===== config.mk =====
export PLATFORM = sky130hd
export DESIGN_NAME = tap_detector
export DESIGN_NICKNAME = d
export VERILOG_FILES = /design/src/rtl/tap_pkg.sv /design/src/rtl/tap_mag.sv /design/src/rtl/tap_timer.sv /design/src/rtl/tap_fsm.sv /design/src/rtl/tap_detector.sv
export SDC_FILE = /design/constraint.sdc
export NUM_CORES = 1
export LEC_CHECK = 0
export ABC_CLOCK_PERIOD_IN_PS = 6500
export BUFFER_PORTS_ARGS = -buffer_cell sky130_fd_sc_hd__buf_2
export CAP_MARGIN = 30
export CORE_UTILIZATION = 31
export CTS_BUF_LIST = sky130_fd_sc_hd__clkbuf_4
export DETAILED_ROUTE_END_ITERATION = 10
export SYNTH_ARGS = -nofsm -noshare
export SYNTH_HDL_FRONTEND = slang
export SYNTH_HIERARCHICAL = 1
export SYNTH_SLANG_ARGS = --single-unit

===== constraint.sdc =====
create_clock -name clk_i -period 6.5 [get_ports clk_i]
set_clock_uncertainty 0.1 [all_clocks]
set_input_delay 1.3 -clock clk_i [delete_from_list [all_inputs] [get_ports clk_i]]
set_output_delay 1.3 -clock clk_i [all_outputs]
set_load 0.01 [all_outputs]

===== src/rtl/tap_pkg.sv =====
package tap_pkg;
  localparam int unsigned AXES = 3;

  typedef enum logic [2:0] {
    S_IDLE,
    S_TAP1,
    S_LAT,
    S_WIN,
    S_TAP2,
    S_REARM
  } tap_state_e;
endpackage


===== src/rtl/tap_mag.sv =====
module tap_mag #(
  parameter int unsigned DW    = 16,
  parameter int unsigned TW    = 8,
  parameter int unsigned SHIFT = 4,
  parameter int unsigned AXES  = tap_pkg::AXES
) (
  input  logic [AXES-1:0][DW-1:0] acc_i,
  input  logic [AXES-1:0]         en_i,
  input  logic [TW-1:0]           thr_i,
  output logic [AXES-1:0]         hit_o
);
  localparam int unsigned LW = TW + SHIFT;
  localparam int unsigned CW = (DW + 1 > LW) ? DW + 1 : LW;

  logic [CW-1:0] lim;
  assign lim = CW'({thr_i, {SHIFT{1'b0}}});

  for (genvar g = 0; g < AXES; g++) begin : g_axis
    logic [DW-1:0] raw;
    logic [CW-1:0] mag;
    assign raw = acc_i[g];
    // magnitude needs one extra bit for the most negative code
    assign mag = raw[DW-1] ? (CW'(~raw) + CW'(1)) : CW'(raw);
    assign hit_o[g] = en_i[g] && (mag > lim);
  end
endmodule


===== src/rtl/tap_timer.sv =====
module tap_timer #(
  parameter int unsigned TW = 8
) (
  input  logic          clk_i,
  input  logic          rst_ni,
  input  logic          clr_i,
  input  logic          tick_i,
  input  logic [TW-1:0] lim_i,
  output logic          exp_o
);
  logic [TW-1:0] cnt_q;

  always_ff @(posedge clk_i or negedge rst_ni) begin
    if (!rst_ni)     cnt_q <= '0;
    else if (clr_i)  cnt_q <= '0;
    else if (tick_i) cnt_q <= cnt_q + TW'(1);
  end

  // expires on the lim_i-th tick since the last clear
  assign exp_o = tick_i && (cnt_q == lim_i - TW'(1));
endmodule


===== src/rtl/tap_fsm.sv =====
module tap_fsm
  import tap_pkg::*;
#(
  parameter int unsigned TW   = 8,
  parameter int unsigned AXES = tap_pkg::AXES
) (
  input  logic            clk_i,
  input  logic            rst_ni,
  input  logic            sample_vld_i,
  input  logic [AXES-1:0] hit_i,
  input  logic [TW-1:0]   dur_i,
  input  logic [TW-1:0]   latent_i,
  input  logic [TW-1:0]   window_i,
  input  logic            suppress_i,
  input  logic            tmr_exp_i,
  output logic            tmr_clr_o,
  output logic            tmr_coarse_o,
  output logic [TW-1:0]   tmr_lim_o,
  output logic            single_o,
  output logic            double_o,
  output logic [AXES-1:0] src_o
);
  tap_state_e state_q, state_d;
  logic [AXES-1:0] pend_q, src_q;
  logic single_q, double_q;
  logic above, below, dbl_en, qual1, qual2, cap;

  assign above  = sample_vld_i && (|hit_i);
  assign below  = sample_vld_i && !(|hit_i);
  assign dbl_en = (latent_i != '0) && (window_i != '0);

  always_comb begin
    state_d = state_q;
    qual1   = 1'b0;
    qual2   = 1'b0;
    cap     = 1'b0;
    unique case (state_q)
      S_IDLE: if (above) begin
        state_d = S_TAP1;
        cap     = 1'b1;
      end
      S_TAP1: begin
        if (tmr_exp_i) state_d = S_REARM;
        else if (below) begin
          qual1   = 1'b1;
          state_d = dbl_en ? S_LAT : S_IDLE;
        end
      end
      S_LAT: begin
        if (tmr_exp_i) state_d = S_WIN;
        else if (above && suppress_i) state_d = S_REARM;
      end
      S_WIN: begin
        if (tmr_exp_i) state_d = S_IDLE;
        else if (above) begin
          state_d = S_TAP2;
          cap     = 1'b1;
        end
      end
      S_TAP2: begin
        if (tmr_exp_i) state_d = S_REARM;
        else if (below) begin
          qual2   = 1'b1;
          state_d = S_IDLE;
        end
      end
      S_REARM: if (below) state_d = S_IDLE;
      default: state_d = S_IDLE;
    endcase
    if (dur_i == '0) begin
      state_d = S_IDLE;
      qual1   = 1'b0;
      qual2   = 1'b0;
      cap     = 1'b0;
    end
  end

  assign tmr_clr_o    = (state_d != state_q);
  assign tmr_coarse_o = (state_q == S_LAT) || (state_q == S_WIN);

  always_comb begin
    unique case (state_q)
      S_LAT:   tmr_lim_o = latent_i;
      S_WIN:   tmr_lim_o = window_i;
      default: tmr_lim_o = dur_i;
    endcase
  end

  always_ff @(posedge clk_i or negedge rst_ni) begin
    if (!rst_ni) begin
      state_q  <= S_IDLE;
      pend_q   <= '0;
      src_q    <= '0;
      single_q <= 1'b0;
      double_q <= 1'b0;
    end else begin
      state_q  <= state_d;
      single_q <= qual1;
      double_q <= qual2;
      if (cap) pend_q <= hit_i;
      if (qual1 || qual2) src_q <= pend_q;
    end
  end

  assign single_o = single_q;
  assign double_o = double_q;
  assign src_o    = src_q;
endmodule


===== src/rtl/tap_detector.sv =====
module tap_detector
  import tap_pkg::*;
#(
  parameter int unsigned DW    = 16,
  parameter int unsigned TW    = 8,
  parameter int unsigned SHIFT = 4
) (
  input  logic          clk_i,
  input  logic          rst_ni,
  input  logic          sample_vld_i,
  input  logic [DW-1:0] acc_x_i,
  input  logic [DW-1:0] acc_y_i,
  input  logic [DW-1:0] acc_z_i,
  input  logic [2:0]    axis_en_i,
  input  logic [TW-1:0] thresh_i,
  input  logic [TW-1:0] dur_i,
  input  logic [TW-1:0] latent_i,
  input  logic [TW-1:0] window_i,
  input  logic          suppress_i,
  input  logic          tick_fine_i,
  input  logic          tick_coarse_i,
  output logic          single_o,
  output logic          double_o,
  output logic [2:0]    src_o
);
  logic [AXES-1:0][DW-1:0] acc;
  logic [AXES-1:0] hit;
  logic tmr_clr, tmr_coarse, tmr_exp, tmr_tick;
  logic [TW-1:0] tmr_lim;

  assign acc = {acc_x_i, acc_y_i, acc_z_i};

  tap_mag #(.DW(DW), .TW(TW), .SHIFT(SHIFT), .AXES(AXES)) u_mag (
    .acc_i (acc),
    .en_i  (axis_en_i),
    .thr_i (thresh_i),
    .hit_o (hit)
  );

  assign tmr_tick = tmr_coarse ? tick_coarse_i : tick_fine_i;

  tap_timer #(.TW(TW)) u_tmr (
    .clk_i  (clk_i),
    .rst_ni (rst_ni),
    .clr_i  (tmr_clr),
    .tick_i (tmr_tick),
    .lim_i  (tmr_lim),
    .exp_o  (tmr_exp)
  );

  tap_fsm #(.TW(TW), .AXES(AXES)) u_fsm (
    .clk_i        (clk_i),
    .rst_ni       (rst_ni),
    .sample_vld_i (sample_vld_i),
    .hit_i        (hit),
    .dur_i        (dur_i),
    .latent_i     (latent_i),
    .window_i     (window_i),
    .suppress_i   (suppress_i),
    .tmr_exp_i    (tmr_exp),
    .tmr_clr_o    (tmr_clr),
    .tmr_coarse_o (tmr_coarse),
    .tmr_lim_o    (tmr_lim),
    .single_o     (single_o),
    .double_o     (double_o),
    .src_o        (src_o)
  );
endmodule


## Word level (Yosys, flattened, before mapping)

Cells that the tools add are included.

| storage, ports and cells | value |
|---|---|
| register bits | 19 |
| bits in latches | 0 |
| RAM bits | 0 |
| memory bits (read-only) | 0 |
| input bits | 89 |
| output and inout port bits | 5 |
| word-level logic and storage cells | 70 |
| memories kept | 0 |

| operators by class | value |
|---|---|
| $add $sub $neg | 5 |
| multiply operators | 0 |
| div/mod/pow operators | 0 |
| $lt $le $gt $ge | 3 |
| equality and inequality tests | 7 |
| shifts and indexed selects | 0 |
| muxes and demuxes | 29 |
| bitwise gates (word level) | 3 |
| reductions and logical operators | 17 |

Operator list:

| kind | count |
|---|---|
| $add A17 B1 Y17 const B | 3 |
| $gt A17 B12 Y1 | 3 |
| $mux W17 | 3 |
| $not A16 Y17 | 3 |
| $mux W3 | 10 |
| $pmux W3 S6 | 1 |
| $mux W8 | 2 |
| $pmux W8 S2 | 1 |
| $reduce_bool A8 Y1 | 2 |
| $mux W1 | 10 |
| $add A8 B1 Y8 const B | 1 |
| $eq A8 B8 Y1 | 1 |
| $logic_and A1 B1 Y1 | 8 |
| $logic_not A8 Y1 | 1 |
| $sub A8 B1 Y8 const B | 1 |
| $eq A3 B2 Y1 const B | 2 |
| $eq A3 B3 Y1 const B | 2 |
| $eq A3 B1 Y1 const B | 1 |
| $logic_not A3 Y1 | 1 |
| $ne A3 B3 Y1 | 1 |
| $reduce_or A3 Y1 | 1 |
| $logic_or A1 B1 Y1 | 2 |
| $mux W2 | 1 |
| $pmux W1 S2 | 1 |
| 2 further kinds | 2 |

## Depth between registers and ports, before layout

Gate-level depths: netlist of the first run.

| logic depth | value |
|---|---|
| depth after elaboration | 14 |
| depth in mapped cells | 25 |
| gate-level depth less buffers | 22 |

## By module

The synthesis of the first run kept the hierarchy.

By module, submodules not included:

| module | times used | cells an instance | area an instance (um2) | sequential area each (um2) |
|---|---|---|---|---|
| tap_mag | 1 | 181 | 1306.3 | 0.0 |
| tap_fsm | 1 | 104 | 885.8 | 275.3 |
| tap_timer | 1 | 70 | 615.6 | 200.2 |
| tap_detector | 1 | 1 | 15.0 | 0.0 |

## Least setup slack after synthesis of the first run

OpenSTA, ideal clock, no wires.

| path | value |
|---|---|
| path kind | in2reg |
| start | input acc_z_i[1] |
| end | register u_tmr.cnt_q[7] |
| setup time | 0.130 ns |
| arrival | 5.669 ns |
| data required time | 6.270 ns |
| path slack | 0.601 ns |
| stages | 21 |
| path buffers | 1 |
| cells stage by stage | or4_1 -> or3_1 -> o31ai_1 -> xnor2_1 -> ha_1 -> and4_1 -> nand3_1 -> o41ai_1 -> a21oi_1 -> a22o_1 -> or4b_1 -> o21ai_0 -> a311oi_1 -> o21a_1 -> o211ai_1 -> clkbuf_1 -> nor2_1 -> nor3_1 -> nand4_1 -> xor2_1 -> nor2_1 |

| between the ends | value |
|---|---|
| word-level cells in the longest chain between the ends | 14 |
| elaborated cells on any way between the ends | 24 |
| classes of those cells | add/sub (1); order compare (1); eq/ne (1); mux (13); bitwise (1); reduce/logical (7) |

Ends and longest elaborated chain:

| what | line | RTL |
|---|---|---|
| start, declared | tap_detector.sv:13 | `input logic [DW-1:0] acc_z_i,` |
| $not A16 Y17 | tap_mag.sv:23 | `assign mag = raw[DW-1] ? (CW'(~raw) + CW'(1)) : CW'(raw);` |
| $add A17 B1 Y17 | tap_mag.sv:23 |  |
| $mux W17 (*) | tap_mag.sv:23 |  |
| $gt A17 B12 Y1 (*) | tap_mag.sv:24 | `assign hit_o[g] = en_i[g] && (mag > lim);` |
| $logic_and A1 B1 Y1 (*) | tap_mag.sv:24 |  |
| net hit[0] | tap_detector.sv:27 | `logic [AXES-1:0] hit;` |
| $reduce_or A3 Y1 (*) | tap_fsm.sv:28, tap_fsm.sv:29 |  |
| $logic_not A1 Y1 / $logic_and A1 B1 Y1 (equally long branches) | tap_fsm.sv:29, tap_fsm.sv:28 |  |
| $logic_and A1 B1 Y1 (on tied branches) | tap_fsm.sv:29, tap_fsm.sv:51 |  |
| $mux W3 (on tied branches) | - |  |
| $mux W3 (on tied branches) | tap_fsm.sv:61, tap_fsm.sv:43, tap_fsm.sv:50 |  |
| $pmux W3 S6 (*) | tap_fsm.sv:37 | `unique case (state_q)` |
| $mux W3 (*) | tap_fsm.sv:70 | `if (dur_i == '0) begin` |
| $ne A3 B3 Y1 (*) | tap_fsm.sv:78 | `assign tmr_clr_o = (state_d != state_q);` |
| net tmr_clr | tap_detector.sv:28 | `logic tmr_clr, tmr_coarse, tmr_exp, tmr_tick;` |
| $mux W8 / $reduce_bool A2 Y1 (equally long branches) | - |  |
| end signal, assigned | tap_timer.sv:16 | `else if (tick_i) cnt_q <= cnt_q + TW'(1);` |
| end, declared | tap_timer.sv:11 | `logic [TW-1:0] cnt_q;` |

The timed path passes the listed nets; every way through them passes the cells marked *.
A chain may end at the register's enable or synchronous reset.

## Worst setup path after layout of the first run

Same ends and word-level chain as after synthesis.

==> key figures, run 1 <==
Power and ir drop
  • Max VDD drop: 0.00008646 V
  • Total chip power: 0.6783 mW
  • P_int: 0.3684 mW
  • Combinational power share: 62.8%
  • Switching fraction of total power: 45.68%
  • P_leak: 1.534 nW
  • P_sw: 0.3099 mW
  • Flop pwr share: 28.7%
  • Pwr dens: 199.5 nW/um2
  • Clock power share: between 8 and 9%

Synthesis
  • Syn_nets: 474
  • Ys async rst share: 100.0%
  • Post-synthesis sequential area ratio: between 10% and 20%
  • Post-synth top area share: ~17%
  • Cell count after synthesis: 356
  • Ys Warns: 6
  • Synth area leaders: dfrtp_1, ha_1, xnor2_1
  • Post-synth EDFFs: 0
  • Dominant synthesized flop cell: dfrtp_1
  • Synth cell types: 61
  • Number of synthesized register bits: 19
  • Yosys top cell by area: dfrtp_1
  • Synth Cell Area: 2823 um2
  • Avg Cell Area, Syn: 7.929 um2

Critical path
  • Crit Path Max Fanout: 8
  • Data required time of the critical path: roughly 6.6 ns
  • Worst Path Buf+Inv: 1
  • Crit start category: primary input
  • Cell breakdown of the critical path: buf_2, or4_1, or3_1, o31ai_1, xnor2_1, ha_1, and4_1, nand3_1, o41ai_1, a21oi_1, a22o_1, o31a_2, o21a_1, nor4_1, nor3_1, o211ai_1, nor2_1, nor3_1, nand4_1, xor2_1, nor2_1
  • Kind of critical path: primary input to flop
  • CP endpoint kind: flop
  • CP max stage cell: or4_1
  • CP max stage delay: 0.64 ns
  • Crit path from: acc_z_i[1]
  • R2r startpoint: u_fsm/state_q[2]
  • CP top delay family: simple AND/OR/NAND/NOR gates
  • Arr. time, crit path: 5.95 ns

Timing
  • Worst rel slew slack: 48.25%
  • Final Critical Period: 5.859 ns
  • Sum of negative setup slack: 0 ns
  • Final hold slack: 0.4152 ns
  • Worst Max-Slew Pin Slew: 0.7682 ns
  • Final period util: 90.14%
  • # setup viols final: 0
  • Fmax: 170.7 MHz
  • Final hold viol count: 0
  • Slew Viols, Final: 0
  • RSZ-0062 raised after global routing: no

Global route
  • Largest net degree at the start of global routing: 23
  • Antenna violations before repair: 0
  • Gr ovfl total: 0
  • Vias in the first global route: ~2,800
  • First-pass GRT wire length: 12,290 um
  • Global Route Usage Sum: 15.15%

Floorplanning
  • Rows: 34
  • Area of the core: 8763 um2
  • Die extent in x: 97.42 um
  • Die area: 9491 um2
  • Die Y-Extent: 97.42 um
  • Starting density of the core: between 30% and 40%
  • I/O pin count: 94

Clock network
  • Num CTS Buffers: 3
  • Sinks on Clock Net: 19
  • Hold_buf cts: 0
  • Skew-Pair Late Insertion Delay: 0.29 ns
  • Clk slew on worst S/H paths: around 0.11 ns
  • Root Buffer: clkbuf_4
  • Setup Buffers After CTS: 0
  • # H-tree levels: 1
  • Clk buf depth: 2
  • Post_cts resized: 0
  • TritonCTS clock tree: yes

Job
  • MaxCap Viol Count: 0

Route
  • Max Used Layer: met4
  • Met1 WL: 3316 um
  • Routed met2 length: between 3000 and 4000 um
  • Pre-Repair DR Iteration Count: 4
  • Routed wire length: around 7300 um
  • Vias per cell: around 5.4
  • Vias: 2,960
  • Initial DRC count: 81
  • Drt drc: 0
  • Antenna Nets Post-Route: 0
  • WL met3: approximately 430 um
  • Wirelength per Cell: 13.39 um

Status
  • Status: completed

Place
  • HPWL Detailed: 6224 um
  • Placer's final routability congestion estimate: about 0.85
  • PortBufs: 93

Finish
  • Antenna diodes: 0
  • Nets: 558
  • Area growth from synthesis to layout: 20.43%
  • Fillers: 936
  • Layout cells sized above 1: 26.65%

Worst hold path
  • Worst hold path type: flop to flop
  • Hold path start: u_fsm/src_o[1]
[power by group through the flow]
stage | Clock, mW | Sequential [mW] | Combinational [mW]
2_1_floorplan | 0 | 0.167 | 0.338
5_1_grt | 0.0685 | 0.202 | 0.476
6_report | 0.0579 | 0.195 | 0.426
4_1_cts | 0.0615 | 0.194 | 0.430
3_3_place_gp | 0 | 0.195 | 0.415
3_5_place_dp | 0 | 0.196 | 0.428
[metrics by stage]
stage          worst slack (ns)  cells  utilization (%)  cell area, um2
2_1_floorplan            0.6006    356                -            2823
3_3_place_gp             0.5018    543            38.48            3372
3_5_place_dp             0.3344    543            38.48            3372
4_1_cts                  0.6367    547            38.79            3400
5_1_grt                  0.3421    547            38.79            3400
6_report                 0.6410    547            38.79            3400
[state kept, by name, summed over array words and instances (netlist names)]
name            count
u_fsm/pend_q        3
u_fsm/single_o      1
u_fsm/state_q       3
u_tmr/cnt_q         8
u_fsm/double_o      1
u_fsm/src_o         3
[Yosys cell counts (all sizes together), types with 2 or more instances]
cell / count
dfrtp: 19
nor4bb: 2
a21o: 2
mux2i: 11
nor4b: 2
a21oi: 14
a211oi: 3
nand2b: 8
o21a: 5
nand3: 7
buf: 3
nor2: 20
xnor2: 28
nor2b: 3
inv: 22
o31ai: 7
nand4b: 2
clkbuf: 13
or3: 3
xor2: 11
nand4: 6
nor4: 11
o211ai: 3
a31oi: 4
a2111oi: 3
nor3: 11
mux2: 7
nand2: 34
ha: 29
o41ai: 7
and4: 3
o21ai: 26
nand3b: 2
or4: 9
nor3b: 2
[final cells by class]
type	instances	area (um2)	area share [%]
Timing Repair Buffer	95	480.5	14.13
Clock inverter	1	5.005	0.1472
Inverter	22	82.58	2.429
Sequential cell	19	475.5	13.99
Multi-Input combinational cell	299	2198	64.67
Clock buffer	3	22.52	0.6625
Tap cell	108	135.1	3.975
[path summary, 6_finish.rpt]
check                                  end  slack [ns]  cells past startpoint
min in group asynchronous   u_tmr/cnt_q[4]        0.83                      1
max in group asynchronous  u_fsm/pend_q[0]        5.18                      1
max reg2reg                 u_tmr/cnt_q[7]        1.77                     20
min reg2reg                 u_fsm/src_o[1]        0.42                      1
max                         u_tmr/cnt_q[7]        0.64                     21
min                         u_fsm/src_o[1]        0.42                      1
[layer usage]
| metal | track usage, % | up-vias |
|---|---|---|
| met1 | 19.31 | 1374 |
| met5 | 0 | - |
| met3 | 1.295 | 2 |
| met4 | 2.376 | 0 |
| li1 | - | 1490 |
| met2 | 28.03 | 94 |
[cell usage in the layout (no fill, tap or decap), drive strengths merged, types with 4 or more instances in the layout]
| cell type | count |
|---|---|
| a21oi | 14 |
| a31oi | 4 |
| buf | 95 |
| dfrtp | 19 |
| ha | 29 |
| inv | 22 |
| mux2 | 7 |
| mux2i | 11 |
| nand2 | 34 |
| nand2b | 8 |
| nand3 | 7 |
| nand4 | 6 |
| nor2 | 20 |
| nor3 | 11 |
| nor4 | 11 |
| o21a | 5 |
| o21ai | 26 |
| o31ai | 7 |
| o41ai | 7 |
| or4 | 9 |
| xnor2 | 28 |
| xor2 | 11 |
[cells by family after synthesis]
kind of cell	count (synthesis)	synth area share [%]
and+or+nand+nor	130	25.80
buffers and inverters	38	5.274
DFF	19	16.84
muxes	18	6.826
xor gates and xnor gates	39	12.10
adders and majority gates	29	12.85
AOI/OAI and AO/OA	83	20.30
No activity file was read; power rests on OpenSTA's default activity.
==> run 2: changes to the inputs <==
Settings changed: ABC_AREA from default to 1, GPL_ROUTABILITY_DRIVEN from default to 0.
==> key figures, run 2 <==
Power and ir drop
  • P_sw: 0.4072 mW
  • Clock power share: 8.0%
  • Total chip power: 0.7740 mW
  • P_int: 0.3668 mW
  • Max VDD drop: a little over 0.00009 V
  • Combinational power share: 67.7%
  • Pwr dens: just under 200 nW/um2
  • P_leak: 2.253 nW
  • Flop pwr share: 24.3%
  • Switching fraction of total power: 52.62%

Timing
  • # setup viols final: 0
  • Sum of negative setup slack: 0 ns
  • Final period util: 74.17%
  • RSZ-0062 raised after global routing: no
  • Worst rel slew slack: 68.17%
  • Final hold slack: 0.3970 ns
  • Final Critical Period: 4.821 ns
  • Slew Viols, Final: 0
  • Setup ws final: 1.679 ns
  • Fmax: around 210 MHz
  • Worst Max-Slew Pin Slew: 0.4775 ns
  • Final hold viol count: 0

Floorplanning
  • Die extent in x: 105.9 um
  • Area of the core: 10,370 um2
  • Starting density of the core: roughly a third
  • I/O pin count: 94
  • Rows: 37
  • Die area: ~11,000 um2
  • Die Y-Extent: 105.9 um

Route
  • Vias: 3,727
  • Antenna Nets Post-Route: 0
  • Routed wire length: 8754 um
  • Initial DRC count: ~180
  • Drt drc: 0
  • Pre-Repair DR Iteration Count: 4
  • Vias per cell: roughly 4.7
  • Wirelength per Cell: between 10 and 15 um

Clock network
  • Skew-Pair Late Insertion Delay: 0.28 ns
  • # H-tree levels: 1
  • Root Buffer: clkbuf_4
  • Num CTS Buffers: 3
  • Post_cts resized: 0
  • Hold_buf cts: 0
  • Sinks on Clock Net: 19
  • TritonCTS clock tree: yes
  • Setup Buffers After CTS: 0
  • Clk buf depth: 2
  • Clk slew on worst S/H paths: about 0.10 ns

Global route
  • First-pass GRT wire length: 15,310 um
  • Largest net degree at the start of global routing: 20
  • Vias in the first global route: 3,663
  • Global Route Usage Sum: between 15 and 20%
  • Antenna violations before repair: 0
  • Gr ovfl total: 0

Finish
  • Max reg flops: 8
  • Antenna diodes: 0
  • Area growth from synthesis to layout: 18.90%
  • Biggest register: u_tmr/cnt_q
  • Most frequent cells in the layout: nand2_1, buf_2, inv_1
  • Nets: 782
  • Commonest non-fill, non-tap cell in the layout: nand2_1
  • Layout cells sized above 1: between 20% and 30%

Synthesis
  • Synth Cell Area: approximately 3300 um2
  • Ys Warns: 6
  • Most common cell in the netlist: nand2_1
  • Synth top cells by count: nand2_1, inv_1, nor2_1
  • Syn_nets: 689
  • Post-synthesis sequential area ratio: 14.22%
  • Ys async rst share: 100.0%
  • Synth area leaders: nand2_1, dfrtp_1, ha_1
  • Post-synth EDFFs: 0
  • Avg Cell Area, Syn: 5.855 um2
  • Cell count after synthesis: 571
  • Post-synth top area share: 17.96%
  • Dominant synthesized flop cell: dfrtp_1
  • Yosys top cell by area: nand2_1
  • Number of synthesized register bits: 19
  • Synth cell types: 36

Critical path
  • CP max stage delay: 0.29 ns
  • CP max stage cell: ha_1
  • CP endpoint kind: flop
  • Kind of critical path: primary input to flop
  • Worst Path Buf+Inv: 2
  • Crit start category: primary input
  • Data required time of the critical path: 6.58 ns
  • Worst path most repeated cell: nand2_1
  • Crit Path Max Fanout: 4
  • CP top delay family: simple AND/OR/NAND/NOR gates
  • Arr. time, crit path: roughly 4.9 ns

Place
  • HPWL Detailed: 7581 um
  • PortBufs: 93
  • DP Worst Slack: 1.429 ns

Status
  • Status: completed

Worst hold path
  • Worst hold path type: flop to flop

Job
  • MaxCap Viol Count: 0
[run 2: final cells by class]
cell class	count	area (um2)
clock buffers	4	30.03
flip-flops and latches	19	475.5
multi-input cells	448	2459
inverters	98	370.4
fillers	1155	6395
repair buffers	94	470.5
well taps	136	170.2
[run 2: through the flow]
stage,instances,util (%),cell area (um2)
final,799,38.33,3975
after floorplan,571,-,3343
after detailed placement,794,37.99,3940
after CTS,798,38.28,3970
after global placement,794,37.99,3940
after global routing,799,38.33,3975
[run 2: worst reg2reg max path: cells and delay by family, from the launching register on]
| family | cells | cell delay, ns |
|---|---|---|
| buf+inv | 4 | 0.75 |
| simple gates | 22 | 2.61 |
| fa+ha+maj | 1 | 0.33 |
| flops | 1 | 0.46 |
| compound gates | 2 | 0.28 |
[run 2: path summary, 6_finish.rpt]
| kind | start | endpoint | slack (ns) | depth (start not counted) |
|---|---|---|---|---|
| min | u_fsm/pend_q[0] | u_fsm/pend_q[0] | 0.40 | 2 |
| min in group asynchronous | rst_ni | u_tmr/cnt_q[2] | 0.84 | 1 |
| max reg2reg | u_fsm/state_q[1] | u_tmr/cnt_q[7] | 1.89 | 29 |
| min reg2reg | u_fsm/pend_q[0] | u_fsm/pend_q[0] | 0.40 | 2 |
| max in group asynchronous | rst_ni | u_tmr/cnt_q[4] | 5.16 | 1 |
| max | acc_x_i[0] | u_tmr/cnt_q[7] | 1.68 | 29 |
[run 2: kinds of logic after synthesis]
| group | count (synthesis) | share of synthesized area, % |
|---|---|---|
| compound gates | 59 | 10.55 |
| xor+xnor | 27 | 7.073 |
| fa+ha+maj | 29 | 10.85 |
| buf+inv | 104 | 12.24 |
| flops | 19 | 14.22 |
| mux | 1 | 0.4490 |
| simple gates | 332 | 44.61 |
[run 2: per-layer routing]
layer	share of wire, %	track usage [%]	vias up
met2	46	29.51	115
met4	0.87	2.778	0
met1	49	20.78	1599
li1	-	-	2007
met3	4.2	0.4329	6
met5	0	0	-
[run 2: power by group through the flow]
stage	combinational, mW	sequential [mW]	clock, mW
finish	0.524	0.188	0.0618
global route	0.609	0.193	0.0721
CTS	0.525	0.187	0.0670
detailed placement	0.523	0.189	0
global placement	0.508	0.188	0
floorplan	0.398	0.178	0
==> run 3: changes to the inputs <==
Settings changed: ABC_CLOCK_PERIOD_IN_PS 6500 to 4100.
Clock period 6.5 ns to 4.1 ns, I/O delays scaled along.
==> key figures, run 3 (same netlist as run 2, synthesis figures left out) <==
Finish
  • Final Cell Area: roughly 4800 um2
  • Max reg flops: 8
  • Biggest register: u_tmr/cnt_q
  • Layout cells sized above 1: a little over a third
  • Final core occ: 46.57%
  • Nets: approximately 860
  • Area growth from synthesis to layout: 44.46%
  • Antenna diodes: 0
  • Commonest non-fill, non-tap cell in the layout: nand2_1
  • Most frequent cells in the layout: nand2_1, buf_2, inv_1

Critical path
  • Worst path most repeated cell: nand2_1
  • Crit Path Max Fanout: 4
  • CP max stage cell: o31ai_2
  • Data required time of the critical path: between 4 and 5 ns
  • Arr. time, crit path: 4.20 ns
  • Kind of critical path: primary input to flop
  • CP max stage delay: 0.28 ns
  • CP endpoint kind: flop
  • R2R cell count: 30
  • Crit start category: primary input

Power and ir drop
  • Pwr dens: roughly 310 nW/um2
  • Max VDD drop: 0.0001710 V
  • P_leak: roughly 2.7 nW

Clock network
  • Skew-Pair Late Insertion Delay: ~0.3 ns
  • Sinks on Clock Net: 19
  • Root Buffer: clkbuf_4
  • Num CTS Buffers: 3
  • # H-tree levels: 1
  • Hold_buf cts: 0
  • TritonCTS clock tree: yes
  • Clk buf depth: 2
  • Clk slew on worst S/H paths: 0.11 ns

Global route
  • Largest net degree at the start of global routing: 20
  • Vias in the first global route: roughly 3,800
  • Gr ovfl total: 0
  • Global Route Usage Sum: 16.40%
  • Antenna violations before repair: 0
  • First-pass GRT wire length: 15,590 um

Timing
  • Final hold viol count: 0
  • Setup ws final: 0.04416 ns
  • Worst Max-Slew Pin Slew: 0.4266 ns
  • Final period util: around 100%
  • Final Critical Period: 4.056 ns
  • Sum of negative setup slack: 0 ns
  • Fmax: roughly 250 MHz
  • # setup viols final: 0
  • Worst rel slew slack: a little under three quarters
  • Slew Viols, Final: 0
  • RSZ-0062 raised after global routing: yes

Route
  • Initial DRC count: 184
  • Drt drc: 0
  • Routed wire length: between 9000 and 10,000 um
  • Antenna Nets Post-Route: 0
  • Pre-Repair DR Iteration Count: 5
  • Wirelength per Cell: 11.19 um
  • Vias per cell: 4.664
  • Vias: 4,076

Status
  • Status: completed

Place
  • PortBufs: 93
  • Post-place instance area: 4481 um2
  • HPWL Detailed: 8195 um
  • DP Worst Slack: -0.4049 ns

Floorplanning
  • I/O pin count: 94
  • Die area: 11,200 um2
  • Die extent in x: 105.9 um
  • Rows: 37
  • Area of the core: around 10,000 um2
  • Starting density of the core: 32.24%
  • Die Y-Extent: 105.9 um

Worst hold path
  • Worst hold path type: primary input to asynchronous set/reset pin

Job
  • MaxCap Viol Count: 0
[run 3: cell types whose count changed in the layout (fill, tap and decap cells not counted), moves of 4 or more]
cell / change
nand2_1: -11
nor2_1: -7
nand2_2: +8
buf_6: +7
inv_4: +4
buf_2: -7
inv_1: -6
nor2_4: +6
buf_4: +75
[run 3: area by class of cell]
| type | instances | area (um2) |
|---|---|---|
| clock buffers | 4 | 30.03 |
| fillers | 1068 | 5540 |
| inverters | 98 | 379.1 |
| multi-input cells | 448 | 2698 |
| flip-flops and latches | 19 | 475.5 |
| well taps | 136 | 170.2 |
| repair buffers | 169 | 1077 |
[run 3: path summary, 6_finish.rpt]
kind                                       start         endpoint  slack (ns)
worst max-delay path                  acc_x_i[2]   u_tmr/cnt_q[7]        0.04
max in group asynchronous                 rst_ni   u_fsm/src_o[2]        3.25
worst min register to register   u_fsm/pend_q[0]  u_fsm/pend_q[0]        0.40
min in group clk_i               u_fsm/pend_q[0]  u_fsm/pend_q[0]        0.40
worst min-delay path                      rst_ni  u_fsm/pend_q[0]        0.34
worst max register to register  u_fsm/state_q[0]   u_tmr/cnt_q[7]        0.23
[run 3: what timing repair did]
| action | 4_1_cts | 5_1_grt |
|---|---|---|
| endpoints found under the setup margin | 3 | 10 |
| pin swaps | 3 | 59 |
| resized for setup | 7 | 64 |
| buffers inserted | 2 | 5 |
[run 3: critical path, delay by kind of cell]
| family | cells | cell delay, ns |
|---|---|---|
| xor+xnor | 1 | 0.18 |
| buf+inv | 3 | 0.23 |
| fa+ha+maj | 1 | 0.24 |
| compound gates | 3 | 0.47 |
| simple gates | 25 | 2.29 |
[run 3: layer usage]
layer / GRT usage [%] / part of all wire (%) / vias up
li1: - / - / 2157
met1: 21.35 / 47 / 1793
met2: 30.58 / 49 / 122
met3: 0.3711 / 4.0 / 4
met4: 2.381 / 0.35 / 0
met5: 0 / 0 / -
[run 3: metrics by stage]
stage	hold WS [ns]	instances	power, mW
2_1_floorplan	0.3468	571	0.9118
3_3_place_gp	0.3793	866	1.304
3_5_place_dp	0.3798	866	1.321
4_1_cts	0.3476	872	1.437
5_1_grt	0.3526	874	1.656
6_report	0.3415	874	1.498
[run 3: power by group]
part	total, mW	switching (mW)	internal, mW
clock network	0.102	0.0576	0.0445
logic	1.13	0.645	0.484
registers	0.266	0.0299	0.237
total	1.50	0.732	0.765
